## config.mk

```make
export PLATFORM = sky130hd
export DESIGN_NAME = phase_pwm
export DESIGN_NICKNAME = d
export VERILOG_FILES = /design/src/rtl/phase_pwm_pkg.sv /design/src/rtl/phase_pwm_ctrl.sv /design/src/rtl/phase_pwm_dp.sv /design/src/rtl/phase_pwm.sv
export SDC_FILE = /design/constraint.sdc
export NUM_CORES = 1
export LEC_CHECK = 0
export ABC_AREA = 1
export BUFFER_PORTS_ARGS = -buffer_cell sky130_fd_sc_hd__buf_2
export CORE_ASPECT_RATIO = 1.2
export CORE_MARGIN = 2
export CORE_UTILIZATION = 56
export DETAILED_ROUTE_END_ITERATION = 7
export PLACE_DENSITY = 0.82
export SLEW_MARGIN = 15
export SYNTH_ARGS = -nofsm -noshare
export SYNTH_HDL_FRONTEND = slang
export SYNTH_SLANG_ARGS = --single-unit
export TNS_END_PERCENT = 10
```

## constraint.sdc

```tcl
create_clock -name clk -period 2.25 [get_ports clk]
set_clock_uncertainty 0.2 [all_clocks]
set_input_delay 0.225 -clock clk [delete_from_list [all_inputs] [get_ports clk]]
set_output_delay 0.225 -clock clk [all_outputs]
set_load 0.05 [all_outputs]
```

## src/rtl/phase_pwm_pkg.sv

```systemverilog
package phase_pwm_pkg;
  localparam int ENABLE_BIT = 31;
  localparam int REQ_BIT    = 30;
  localparam int STEP_LSB   = 8;
  localparam int DIV_W      = 8;

  typedef struct packed {
    logic run;   // enable is set, accumulator advances
    logic load;  // copy staged values into running copy
  } pwm_strobe_t;
endpackage

```

## src/rtl/phase_pwm_ctrl.sv

```systemverilog
module phase_pwm_ctrl
  import phase_pwm_pkg::*;
#(
  parameter int STEP_W = 16   // step field width, 8..22
) (
  input  logic              clk,
  input  logic              rstN,
  input  logic              wrEn,
  input  logic [31:0]       wrData,
  input  logic              boundary,
  output pwm_strobe_t       strobe,
  output logic [STEP_W-1:0] stagedStep,
  output logic [DIV_W-1:0]  stagedDiv,
  output logic [31:0]       rdData
);
  logic              enableQ;
  logic              pendingQ;
  logic [STEP_W-1:0] stepQ;
  logic [DIV_W-1:0]  divQ;
  logic              acceptWr;
  logic              unusedWr;

  assign unusedWr = ^wrData;
  assign acceptWr = wrEn && !pendingQ;

  always_ff @(posedge clk or negedge rstN) begin
    if (!rstN) begin
      enableQ  <= 1'b0;
      pendingQ <= 1'b0;
      stepQ    <= '0;
      divQ     <= '0;
    end else begin
      if (acceptWr) begin
        enableQ <= wrData[ENABLE_BIT];
        stepQ   <= wrData[STEP_LSB +: STEP_W];
        divQ    <= wrData[DIV_W-1:0];
      end
      if (acceptWr && wrData[REQ_BIT])
        pendingQ <= 1'b1;
      else if (pendingQ && boundary)
        pendingQ <= 1'b0;
    end
  end

  always_comb begin
    strobe.run  = enableQ;
    strobe.load = pendingQ && boundary;
  end

  assign stagedStep = stepQ;
  assign stagedDiv  = divQ;

  always_comb begin
    rdData                         = '0;
    rdData[ENABLE_BIT]             = enableQ;
    rdData[REQ_BIT]                = pendingQ;
    rdData[STEP_LSB +: STEP_W]     = stepQ;
    rdData[DIV_W-1:0]              = divQ;
  end
endmodule

```

## src/rtl/phase_pwm_dp.sv

```systemverilog
module phase_pwm_dp
  import phase_pwm_pkg::*;
#(
  parameter int STEP_W = 16
) (
  input  logic              clk,
  input  logic              rstN,
  input  pwm_strobe_t       strobe,
  input  logic [STEP_W-1:0] stagedStep,
  input  logic [DIV_W-1:0]  stagedDiv,
  output logic              boundary,
  output logic              pwmOut,
  output logic [STEP_W-1:0] activeStep,
  output logic [STEP_W-1:0] accVal
);
  localparam int TOP_LSB = STEP_W - DIV_W;

  logic [STEP_W-1:0] accQ;
  logic [STEP_W-1:0] stepQ;
  logic [DIV_W-1:0]  divQ;
  logic [STEP_W:0]   sum;
  logic [DIV_W-1:0]  phaseTop;
  logic [DIV_W-1:0]  threshold;

  assign sum       = {1'b0, accQ} + {1'b0, stepQ};
  assign boundary  = !strobe.run || (stepQ == '0) || sum[STEP_W];
  assign phaseTop  = accQ[TOP_LSB +: DIV_W];
  assign threshold = 8'd255 - divQ;

  always_ff @(posedge clk or negedge rstN) begin
    if (!rstN) begin
      accQ  <= '0;
      stepQ <= '0;
      divQ  <= '0;
    end else begin
      accQ <= strobe.run ? sum[STEP_W-1:0] : '0;
      if (strobe.load) begin
        stepQ <= stagedStep;
        divQ  <= stagedDiv;
      end
    end
  end

  assign pwmOut     = strobe.run && (stepQ != '0) && (phaseTop < threshold);
  assign activeStep = stepQ;
  assign accVal     = accQ;
endmodule

```

## src/rtl/phase_pwm.sv

```systemverilog
module phase_pwm
  import phase_pwm_pkg::*;
#(
  parameter int STEP_W = 16
) (
  input  logic        clk,
  input  logic        rstN,
  input  logic        wrEn,
  input  logic [31:0] wrData,
  output logic [31:0] rdData,
  output logic        pwmOut
);
  pwm_strobe_t       strobe;
  logic [STEP_W-1:0] stagedStep;
  logic [DIV_W-1:0]  stagedDiv;
  logic              boundary;
  logic [STEP_W-1:0] activeStep;
  logic [STEP_W-1:0] accVal;

  phase_pwm_ctrl #(.STEP_W(STEP_W)) i_ctrl (
    .clk(clk), .rstN(rstN), .wrEn(wrEn), .wrData(wrData),
    .boundary(boundary), .strobe(strobe),
    .stagedStep(stagedStep), .stagedDiv(stagedDiv), .rdData(rdData)
  );

  phase_pwm_dp #(.STEP_W(STEP_W)) i_dp (
    .clk(clk), .rstN(rstN), .strobe(strobe),
    .stagedStep(stagedStep), .stagedDiv(stagedDiv),
    .boundary(boundary), .pwmOut(pwmOut),
    .activeStep(activeStep), .accVal(accVal)
  );
endmodule

```

==> results of run 1 <==
==> cells in the final DEF, fill, tap and decap left out, drive strengths merged, types with 2 or more instances in the layout <==
cell type    netlist  routed
nand4              3       3
inv               26      26
buf               15      67
bufinv             0       3
nand2            124     124
mux2              24      24
a21oi             26      26
ha                23      23
conb               1       6
dfrtp             66      66
nand3             37      37
nor2              38      38
clkbuf             3      10
nor3               4       4
clkinv             0       2
o21ai             11      11
dlygate4sd3        0      28
==> through the flow <==
step / std cells / TNS [ns]
final: 587 / -0.04167
after global routing: 587 / -0.3112
after floorplan: 412 / 0
after detailed placement: 541 / -0.001424
after global placement: 541 / 0
after CTS: 585 / 0
==> state kept, by name (all words and copies together) (netlist names) <==
register / flops
i_ctrl.stagedStep: 16
i_dp.accVal: 16
i_dp.activeStep: 16
i_ctrl.stagedDiv: 8
i_dp.divQ: 8
i_ctrl.enableQ: 1
i_ctrl.pendingQ: 1
==> worst max-delay path, delay by kind of cell, from the launching register on <==
kind	cells	cell delay, ns
AOI/OAI and AO/OA	1	0.21
adders and majority gates	1	0.40
buffers and inverters	1	0.17
DFF	1	0.44
and+or+nand+nor	7	0.73
==> layer usage <==
| metal | vias up | wire [um] | track usage [%] | part of all wire, % |
|---|---|---|---|---|
| li1 | 1512 | - | - | - |
| met1 | 1629 | 4046 | 35.79 | 36 |
| met2 | 248 | 5571 | 55.12 | 50 |
| met3 | 65 | 827 | 6.958 | 7.4 |
| met4 | 0 | 673 | 15.63 | 6.1 |
| met5 | - | 0 | 0 | 0 |
==> where the power goes <==
part	switching (mW)	internal [mW]	total [mW]
clock network	0.511	0.741	1.25
logic	3.11	1.51	4.62
registers	0.535	1.75	2.28
==> layout make-up <==
| type | count | area (um^2) |
|---|---|---|
| Inverter | 26 | 97.59 |
| Fill cell | 369 | 1565 |
| Timing Repair Buffer | 95 | 671.9 |
| Sequential cell | 66 | 1653 |
| Clock inverter | 6 | 115.1 |
| Tap cell | 82 | 102.6 |
| Clock buffer | 10 | 127.6 |
| Multi-Input combinational cell | 302 | 1795 |
==> repair_timing <==
item / 4_1_cts / 5_1_grt
hold endpoints to repair: 46 / 0
hold buffers: 28 / 0
setup buffers: 0 / 2
gates resized for setup: 2 / 16
gates cloned: 0 / 0
setup endpoints to repair: 5 / 28
pin swaps: 0 / 3
==> worst paths after layout <==
| path | start | endpoint | cells past startpoint |
|---|---|---|---|
| setup / recovery | i_dp.activeStep[13] | i_dp.activeStep[10] | 10 |
| hold / removal | rstN | i_ctrl.stagedStep[0] | 2 |
| setup reg to reg | i_dp.activeStep[13] | i_dp.activeStep[10] | 10 |
| hold reg to reg | i_dp.divQ[5] | i_dp.divQ[5] | 2 |
| max in group asynchronous | rstN | i_dp.divQ[6] | 3 |
| min in group clk | i_dp.divQ[5] | i_dp.divQ[5] | 2 |
==> cells by family (layout without fill, tap and decap cells) <==
family	after synthesis	in the layout	share of synthesized area [%]
AOI/OAI and AO/OA	38	38	5.486
xor gates and xnor gates	1	1	0.2446
adders and majority gates	24	24	8.596
buffers and inverters	44	137	6.289
DFF	66	66	46.12
muxes	24	24	7.547
other	1	6	0.1047
and+or+nand+nor	209	209	25.61
==> impl_metrics.yaml, run 1 <==
detailed_routing:
  drt_first_pass_iters: 5
  totalWireLength_mm: 11.12
  vias_per_cell: 5.884
  route.vias.total: 3454
  antenna_left: 0
  routed_wire_length_per_instance_um: 18.94
  initial_drc_count: 428
  remaining_drc_errors: 0
setup_path:
  setup.reg_to_reg.worst_slack_ns: -0.03
  timing.critical_path.slowest_stage_cell: "dfrtp_1"
  crit_path_max_incr_delay_ns: 0.44
  setup.worst_path.end_class: "flip-flop"
  crit_path_frequent_cell: "nand2_1"
  worstPathCellList: "ha_1 -> nand2_1 -> nand2_1 -> a21oi_1 -> nand2_2 -> nor2_4 -> nand2_4 -> buf_6 -> nand3_1 -> nand2_1"
  timing.critical_path.from_type: "flip-flop"
  arrival_ns: 2.30
  crit_type: "reg -> reg"
  worst-path-max-fanout: 13
  required_ns: 2.27
power:
  peakVddDrop_uv: 1267
  design_power_total_mw: 8.152
  power-per-cell-area_mw_per_mm2: 1787
  leakagePower_nw: 2.347
sta:
  max_slew.worst_pin.slew_ns: 0.6085
  final_number_of_hold_violating_endpoints: 0
  timing.max_slew.rel_slack_pct: 59.29
  final.min_clock_period_ns: 2.284
  post-route-period-util_pct: 101.5
  holdWs_ns: 0.1942
  grt_setup_unrepaired: "yes"
  report.final.slew_viol_count: 0
  setup_viol: 2
  fin_ws_ns: -0.03382
  max_clock_freq_ghz: 0.4379
status:
  run_status: "complete, but fails checks"
  failed_checks: "setup timing"
die:
  placeableCoreArea_mm2: 0.006128
  die_y_um: 91.60
  floorplan.rows: 31
  die_area_mm2: 0.007053
  number_of_top_level_pins: 68
  initial_util_pct: 58.43
  dieWidth_um: 77
place:
  dp_worst_setup_slack_ns: -0.001424
  detailed_place.area_mm2: 0.003943
  place_hpwl_mm: 5.548
  io_buf_count: 55
  place_congestion: 0.9273
clock_tree:
  numCtsBuffers: 9
  clkTransAtPathRegs_ns: 0.09
  cts-root-buf: "clkbuf_8"
  cts_max_path_buffers: 2
  clock_tree.htree_level_count: 3
  cts_num_sinks: 66
  insertion_delay_ns: 0.35
  cts_tree: "built"
logic_synthesis:
  synth_top_area_cell: "dfrtp_1"
  netlist_top_cells_area: "dfrtp_1, nand2_1, ha_1, mux2_2, nand3_1"
  synth_top_cell_area_share_pct: 46.12
  ys_ff_latch: 66
  ys_warn_count: 0
  post-synth-top-count-cell: "nand2_1"
  syn-instance-count: 407
  synth-seq-area-share_pct: 46.12
  ys_async_sr_fraction_pct: 100.0
  postSynth.topFlopCell: "dfrtp_1"
  post_synth.cell_area_avg_um2: 8.798
  synth_edf_count: 0
  synthesis.area_mm2: 0.003581
  synthTopCellsByCount: "nand2_1, dfrtp_1, nand3_1, nor2_1, a21oi_1"
  synth.lib_cells_used.distinct: 29
grt:
  grt_pass1_vias: 3423
  grt_max_degree: 47
  antenna_violations_before_repair: 0
  groute.usage.overall_pct: 31.37
  grt_pass1_wl_mm: 16.92
  global_route.overflow_total: 0
cells_and_area:
  layout.nets: 559
  fin_util_pct: 74.46
  area_growth_from_synthesis_to_final_layout_pct: 27.43
  design_area_mm2: 0.004563
  n_antenna_cell: 0
  final_layout_size_suffix_gt1_share_pct: 28.12
run:
  maxCapViolations: 0
hold_path:
  path_type_of_the_worst_min_delay_path: "in -> async"
Power figures use the tool's default switching activity.
==> run 2: changes to the inputs <==
ABC_AREA = default   (was 1)
CELL_PAD_IN_SITES_DETAIL_PLACEMENT = 0   (was default)
CELL_PAD_IN_SITES_GLOBAL_PLACEMENT = 1   (was default)
CORE_UTILIZATION = 44   (was 56)
MAX_ROUTING_LAYER = met4   (was default)
PLACE_DENSITY = 0.81   (was 0.82)
==> run 2 against run 1 <==
Against the previous run: the flow still finishes with violations (setup timing); clock-buffer cell count is the same; final cell count decreased by 12%; hold slack improved by 0.034 ns; die area up 20%; fmax decreased by 22%; critical path type unchanged; largest cell class unchanged; largest power group unchanged.
==> impl_metrics.yaml, run 2 <==
die:
  floorplan.rows: 35
  number_of_top_level_pins: 68
  placeableCoreArea_mm2: 0.007576
  die_area_mm2: 0.008463
  die_y_um: 100.4
  dieWidth_um: 84.32
  initial_util_pct: 44.95
setup_path:
  required_ns: 2.28
  arrival_ns: 2.94
  timing.critical_path.slowest_stage_cell: "dfrtp_1"
  cell_class_contributing_the_biggest_share_of_worst_path_delay: "compound AO/OA/AOI/OAI gates"
  worst-path-max-fanout: 6
  setup.worst_path.end_class: "flip-flop"
  timing.critical_path.from_type: "flip-flop"
  timing.critical_path.buf_inv: 2
  crit_path_max_incr_delay_ns: 0.39
  worstPathCellList: "ha_2 -> fa_2 -> a21o_1 -> a221o_1 -> a221oi_4 -> a21oi_2 -> o21ai_4 -> buf_12 -> clkbuf_16 -> mux2_4"
  crit_type: "reg -> reg"
logic_synthesis:
  postSynth.topFlopCell: "dfrtp_1"
  synth_top_area_cell: "dfrtp_1"
  post-synth-top-count-cell: "dfrtp_1"
  synth-seq-area-share_pct: 48.49
  synthTopCellsByCount: "dfrtp_1, mux2_2, ha_1"
  synthesis.area_mm2: 0.003406
  ys_ff_latch: 66
  synth.lib_cells_used.distinct: 42
  synth_top_cell_area_share_pct: 48.49
  synth_edf_count: 0
  post_synth.cell_area_avg_um2: 12.71
  syn-instance-count: 268
  ys_async_sr_fraction_pct: 100.0
  ys_warn_count: 0
  netlist_top_cells_area: "dfrtp_1, mux2_2, mux2_4, ha_1, a21o_1"
cells_and_area:
  design_area_mm2: 0.004851
  n_antenna_cell: 0
  layout_commonest_cell: "dfrtp_1"
  final_layout_size_suffix_gt1_share_pct: 47.41
  layout.nets: 479
  final_cell_mix: "dfrtp_1, buf_4, buf_2"
  area_growth_from_synthesis_to_final_layout_pct: 42.43
  layoutNonFillerInstCount: 516
  fin_util_pct: 64.03
clock_tree:
  cts_tree: "built"
  cts-root-buf: "clkbuf_8"
  cts_num_sinks: 66
  clkTransAtPathRegs_ns: 0.07
  numCtsBuffers: 9
  insertion_delay_ns: 0.34
  clock_tree.htree_level_count: 3
  cts_max_path_buffers: 2
grt:
  grt_pass1_vias: 2823
  grt_max_degree: 44
  groute.layer.met1.usage_pct: 24.47
  global_route.overflow_total: 0
  gr-usage-met3_pct: 4.441
  antenna_violations_before_repair: 0
  groute.usage.overall_pct: 20.36
  grt_pass1_wl_mm: 13.09
  grt_most_used_layer: "met2"
  global_route.usage.met2_pct: 33.70
detailed_routing:
  totalWireLength_mm: 8.179
  remaining_drc_errors: 0
  initial_drc_count: 85
  routed_wire_length_per_instance_um: 15.85
  vias_per_cell: 5.109
  antenna_left: 0
  route.vias.total: 2636
  drt_first_pass_iters: 4
sta:
  final.min_clock_period_ns: 2.911
  setup-tns-final_ns: -16.86
  max_clock_freq_ghz: 0.3436
  setup_viol: 31
  grt_setup_unrepaired: "yes"
  post-route-period-util_pct: 129.4
  report.final.slew_viol_count: 0
  fin_ws_ns: -0.6607
  max_slew.worst_pin.slew_ns: 0.5957
  timing.max_slew.rel_slack_pct: 60.29
  holdWs_ns: 0.2286
  final_number_of_hold_violating_endpoints: 0
power:
  power-per-cell-area_mw_per_mm2: 1467
  design_power_total_mw: 7.116
  peakVddDrop_uv: 729.0
  leakagePower_nw: 2.446
status:
  run_status: "complete, but fails checks"
  failed_checks: "setup timing"
place:
  place_congestion: 0.8354
  io_buf_count: 55
  dp_cells: 464
  dp_worst_setup_slack_ns: -0.6973
  place_hpwl_mm: 5.305
  detailed_place.area_mm2: 0.004168
hold_path:
  path_type_of_the_worst_min_delay_path: "in -> async"
run:
  maxCapViolations: 0
run 2: final cells by class:
cell class	count	area, um^2
Clock inverter	5	78.83
Clock buffer	10	137.6
Inverter	6	22.52
Multi-Input combinational cell	187	1692
Fill cell	580	2725
Tap cell	92	115.1
Sequential cell	66	1652
Timing Repair Buffer	150	1154
run 2: final timing paths:
kind,startpoint,end,slack (ns),cells after the start
setup reg to reg,i_dp.activeStep[0],i_dp.activeStep[3],-0.66,10
hold reg to reg,i_dp.divQ[3],i_dp.divQ[3],0.32,1
min in group clk,wrEn,i_ctrl.enableQ,0.26,4
max in group asynchronous,rstN,i_dp.divQ[3],0.99,3
setup / recovery,i_dp.activeStep[0],i_dp.activeStep[3],-0.66,10
hold / removal,rstN,i_dp.activeStep[3],0.23,2
run 2: cell families after synthesis:
family / after synthesis / share of synthesized area, %
muxes: 51 / 18.96
adders and majority gates: 24 / 9.038
AOI/OAI and AO/OA: 50 / 10.65
other: 1 / 0.1101
and+or+nand+nor: 47 / 6.393
xor gates and xnor gates: 9 / 2.314
DFF: 66 / 48.49
buffers and inverters: 20 / 4.041
run 2: where the power goes:
part           internal, mW  leakage [nW]  switching [mW]  total [mW]
registers              1.63         0.798           0.341        1.98
logic                  2.08          1.54            1.97        4.05
clock network         0.646         0.112           0.449        1.10
total                  4.36          2.45            2.76        7.12
run 2: what timing repair did:
item | CTS | global route
gates cloned | 2 | 1
pin swaps | 5 | 1
hold buffers | 27 | 0
endpoints found under the hold margin | 49 | 0
resized for setup | 9 | 7
endpoints found under the setup margin | 33 | 33
buffers inserted | 4 | 3
run 2: worst reg2reg max path: stages, from the launching register on:
cell and delay (ns):
dfrtp_1 0.39, ha_2 0.20, fa_2 0.34, a21o_1 0.19
a221o_1 0.34, a221oi_4 0.27, a21oi_2 0.12, o21ai_4 0.16
buf_12 0.14, clkbuf_16 0.16, mux2_4 0.30
run 2: per-layer routing:
metal	vias to the layer above	routed length, um
li1	1256	-
met1	1310	3625
met2	53	4167
met3	17	214
met4	0	172
met5	-	0
==> run 3: changes to the inputs <==
CORE_UTILIZATION = 40   (was 44)
PLACE_DENSITY = 0.77   (was 0.81)
clock period = 2.5 ns   (was 2.25 ns; I/O delays follow)
==> run 3 against run 2 <==
Against the previous run: the flow still finishes with violations (setup timing); flip-flop and latch count unchanged; design area decreased by 4.3%; fmax decreased by 0.49%; core utilization decreased by 7.4 points.
==> impl_metrics.yaml, run 3 (synthesis results as in run 2) <==
detailed_routing:
  drt_first_pass_iters: 5
  initial_drc_count: 110
  route.vias.total: 2470
  routed_wire_length_per_instance_um: 14.46
  totalWireLength_mm: 7.402
  remaining_drc_errors: 0
  antenna_left: 0
  vias_per_cell: 4.824
sta:
  fin_ws_ns: -0.4249
  holdWs_ns: 0.2835
  post-route-period-util_pct: 117.0
  setup-tns-final_ns: -9.887
  final_number_of_hold_violating_endpoints: 0
  max_clock_freq_ghz: 0.3419
  final.min_clock_period_ns: 2.925
  report.final.slew_viol_count: 0
  setup_viol: 28
  grt_setup_unrepaired: "yes"
die:
  dieWidth_um: 88.24
  floorplan.rows: 36
  number_of_top_level_pins: 68
  initial_util_pct: 41.54
  die_y_um: 105.1
  placeableCoreArea_mm2: 0.008198
  die_area_mm2: 0.009272
setup_path:
  timing.critical_path.from_type: "flip-flop"
  setup.worst_path.end_class: "flip-flop"
  crit_type: "reg -> reg"
  required_ns: 2.52
  worst-path-max-fanout: 10
  arrival_ns: 2.94
power:
  design_power_total_mw: 6.013
  p_int_mw: 3.669
  pwr-share-seq_pct: 29.6
  netSwitchingPower_mw: 2.344
  peakVddDrop_uv: 684.1
  combPwrFrac_pct: 54.1
  power-per-cell-area_mw_per_mm2: 1295
  p_sw_share_pct: 38.98
  leakagePower_nw: 2.318
  clkPwrFrac_pct: 16.3
clock_tree:
  insertion_delay_ns: 0.33
  clock_tree.htree_level_count: 3
  clkTransAtPathRegs_ns: 0.07
  cts_num_sinks: 66
  cts-root-buf: "clkbuf_8"
  numCtsBuffers: 9
  cts_max_path_buffers: 2
  cts_tree: "built"
cells_and_area:
  regArea_mm2: 0.001652
  layout.nets: 453
  fin_util_pct: 56.65
  n_antenna_cell: 0
  area_growth_from_synthesis_to_final_layout_pct: 36.37
  final_layout_size_suffix_gt1_share_pct: 42.96
  layout_commonest_cell: "dfrtp_1"
  final_cell_mix: "dfrtp_1, buf_2, buf_4"
  fillCellCount: 686
  design_area_mm2: 0.004644
  layoutNonFillerInstCount: 512
  multiInputGateArea_mm2: 0.001690
run:
  maxCapViolations: 0
grt:
  grt_max_degree: 67
  groute.usage.overall_pct: 17.99
  grt_pass1_wl_mm: 12.55
  antenna_violations_before_repair: 0
  grt_pass1_vias: 2556
  global_route.overflow_total: 0
place:
  place_congestion: 0.8691
  detailed_place.area_mm2: 0.004043
  dp_worst_setup_slack_ns: -0.4560
  io_buf_count: 55
  dp_cells: 464
  place_hpwl_mm: 5.123
status:
  failed_checks: "setup timing"
  run_status: "complete, but fails checks"
hold_path:
  path_type_of_the_worst_min_delay_path: "in -> async"
## run 3: cell types whose count changed in the layout (fill, tap and decap cells not counted), sizes merged
cell	before	now
clkbuf	11	10
buf	122	97
## run 3: layout make-up
type,instances,share of cell area [%]
clock inverter,5,1.697
tap,114,3.071
sequential,66,35.56
multi-input combinational,187,36.40
inverter,6,0.4849
clock buffer,10,2.963
timing repair buffer,124,19.83
## run 3: worst paths after layout
kind                                         start                    to  slack [ns]  depth (start not counted)
worst max-delay path            i_dp.activeStep[0]          i_dp.divQ[1]       -0.42                         10
worst min-delay path                          rstN  i_ctrl.stagedStep[3]        0.28                          3
worst max register to register  i_dp.activeStep[0]          i_dp.divQ[1]       -0.42                         10
worst min register to register        i_dp.divQ[4]          i_dp.divQ[4]        0.32                          1
max in group asynchronous                     rstN        i_dp.accVal[5]        1.52                          3
min in group clk                      i_dp.divQ[4]          i_dp.divQ[4]        0.32                          1
## run 3: worst max-delay path: stages, from the launching register on
cell and delay [ns]:
dfrtp_1 0.39, ha_2 0.20, fa_2 0.35, a21o_1 0.19, a221o_1 0.36, a221oi_4 0.27, a21oi_2 0.11, o21ai_4 0.18
buf_12 0.13, buf_12 0.13, mux2_4 0.30
## run 3: routing by layer
metal | global-route usage [%] | vias to the layer above | part of all wire, %
met4 | 5.519 | 0 | 0.76
met1 | 25.00 | 1223 | 48
li1 | - | 1202 | -
met3 | 3.397 | 4 | 2.6
met2 | 26.69 | 41 | 49
met5 | - | - | 0
## run 3: timing repair
item	4_1_cts	5_1_grt
endpoints found under the setup margin	27	33
resized for setup	9	7
pin swaps	2	2
buffers inserted	4	2
hold buffers	27	0
cloned	1	0
hold endpoints to repair	92	0
## run 3: power groups by stage
stage / logic, mW / registers [mW] / clock network, mW
after CTS: 3.21 / 1.78 / 1.01
final: 3.25 / 1.78 / 0.980
after global routing: 3.56 / 1.84 / 1.07
after floorplan: 1.80 / 2.06 / 0
after detailed placement: 3.03 / 1.79 / 0
after global placement: 2.96 / 1.78 / 0
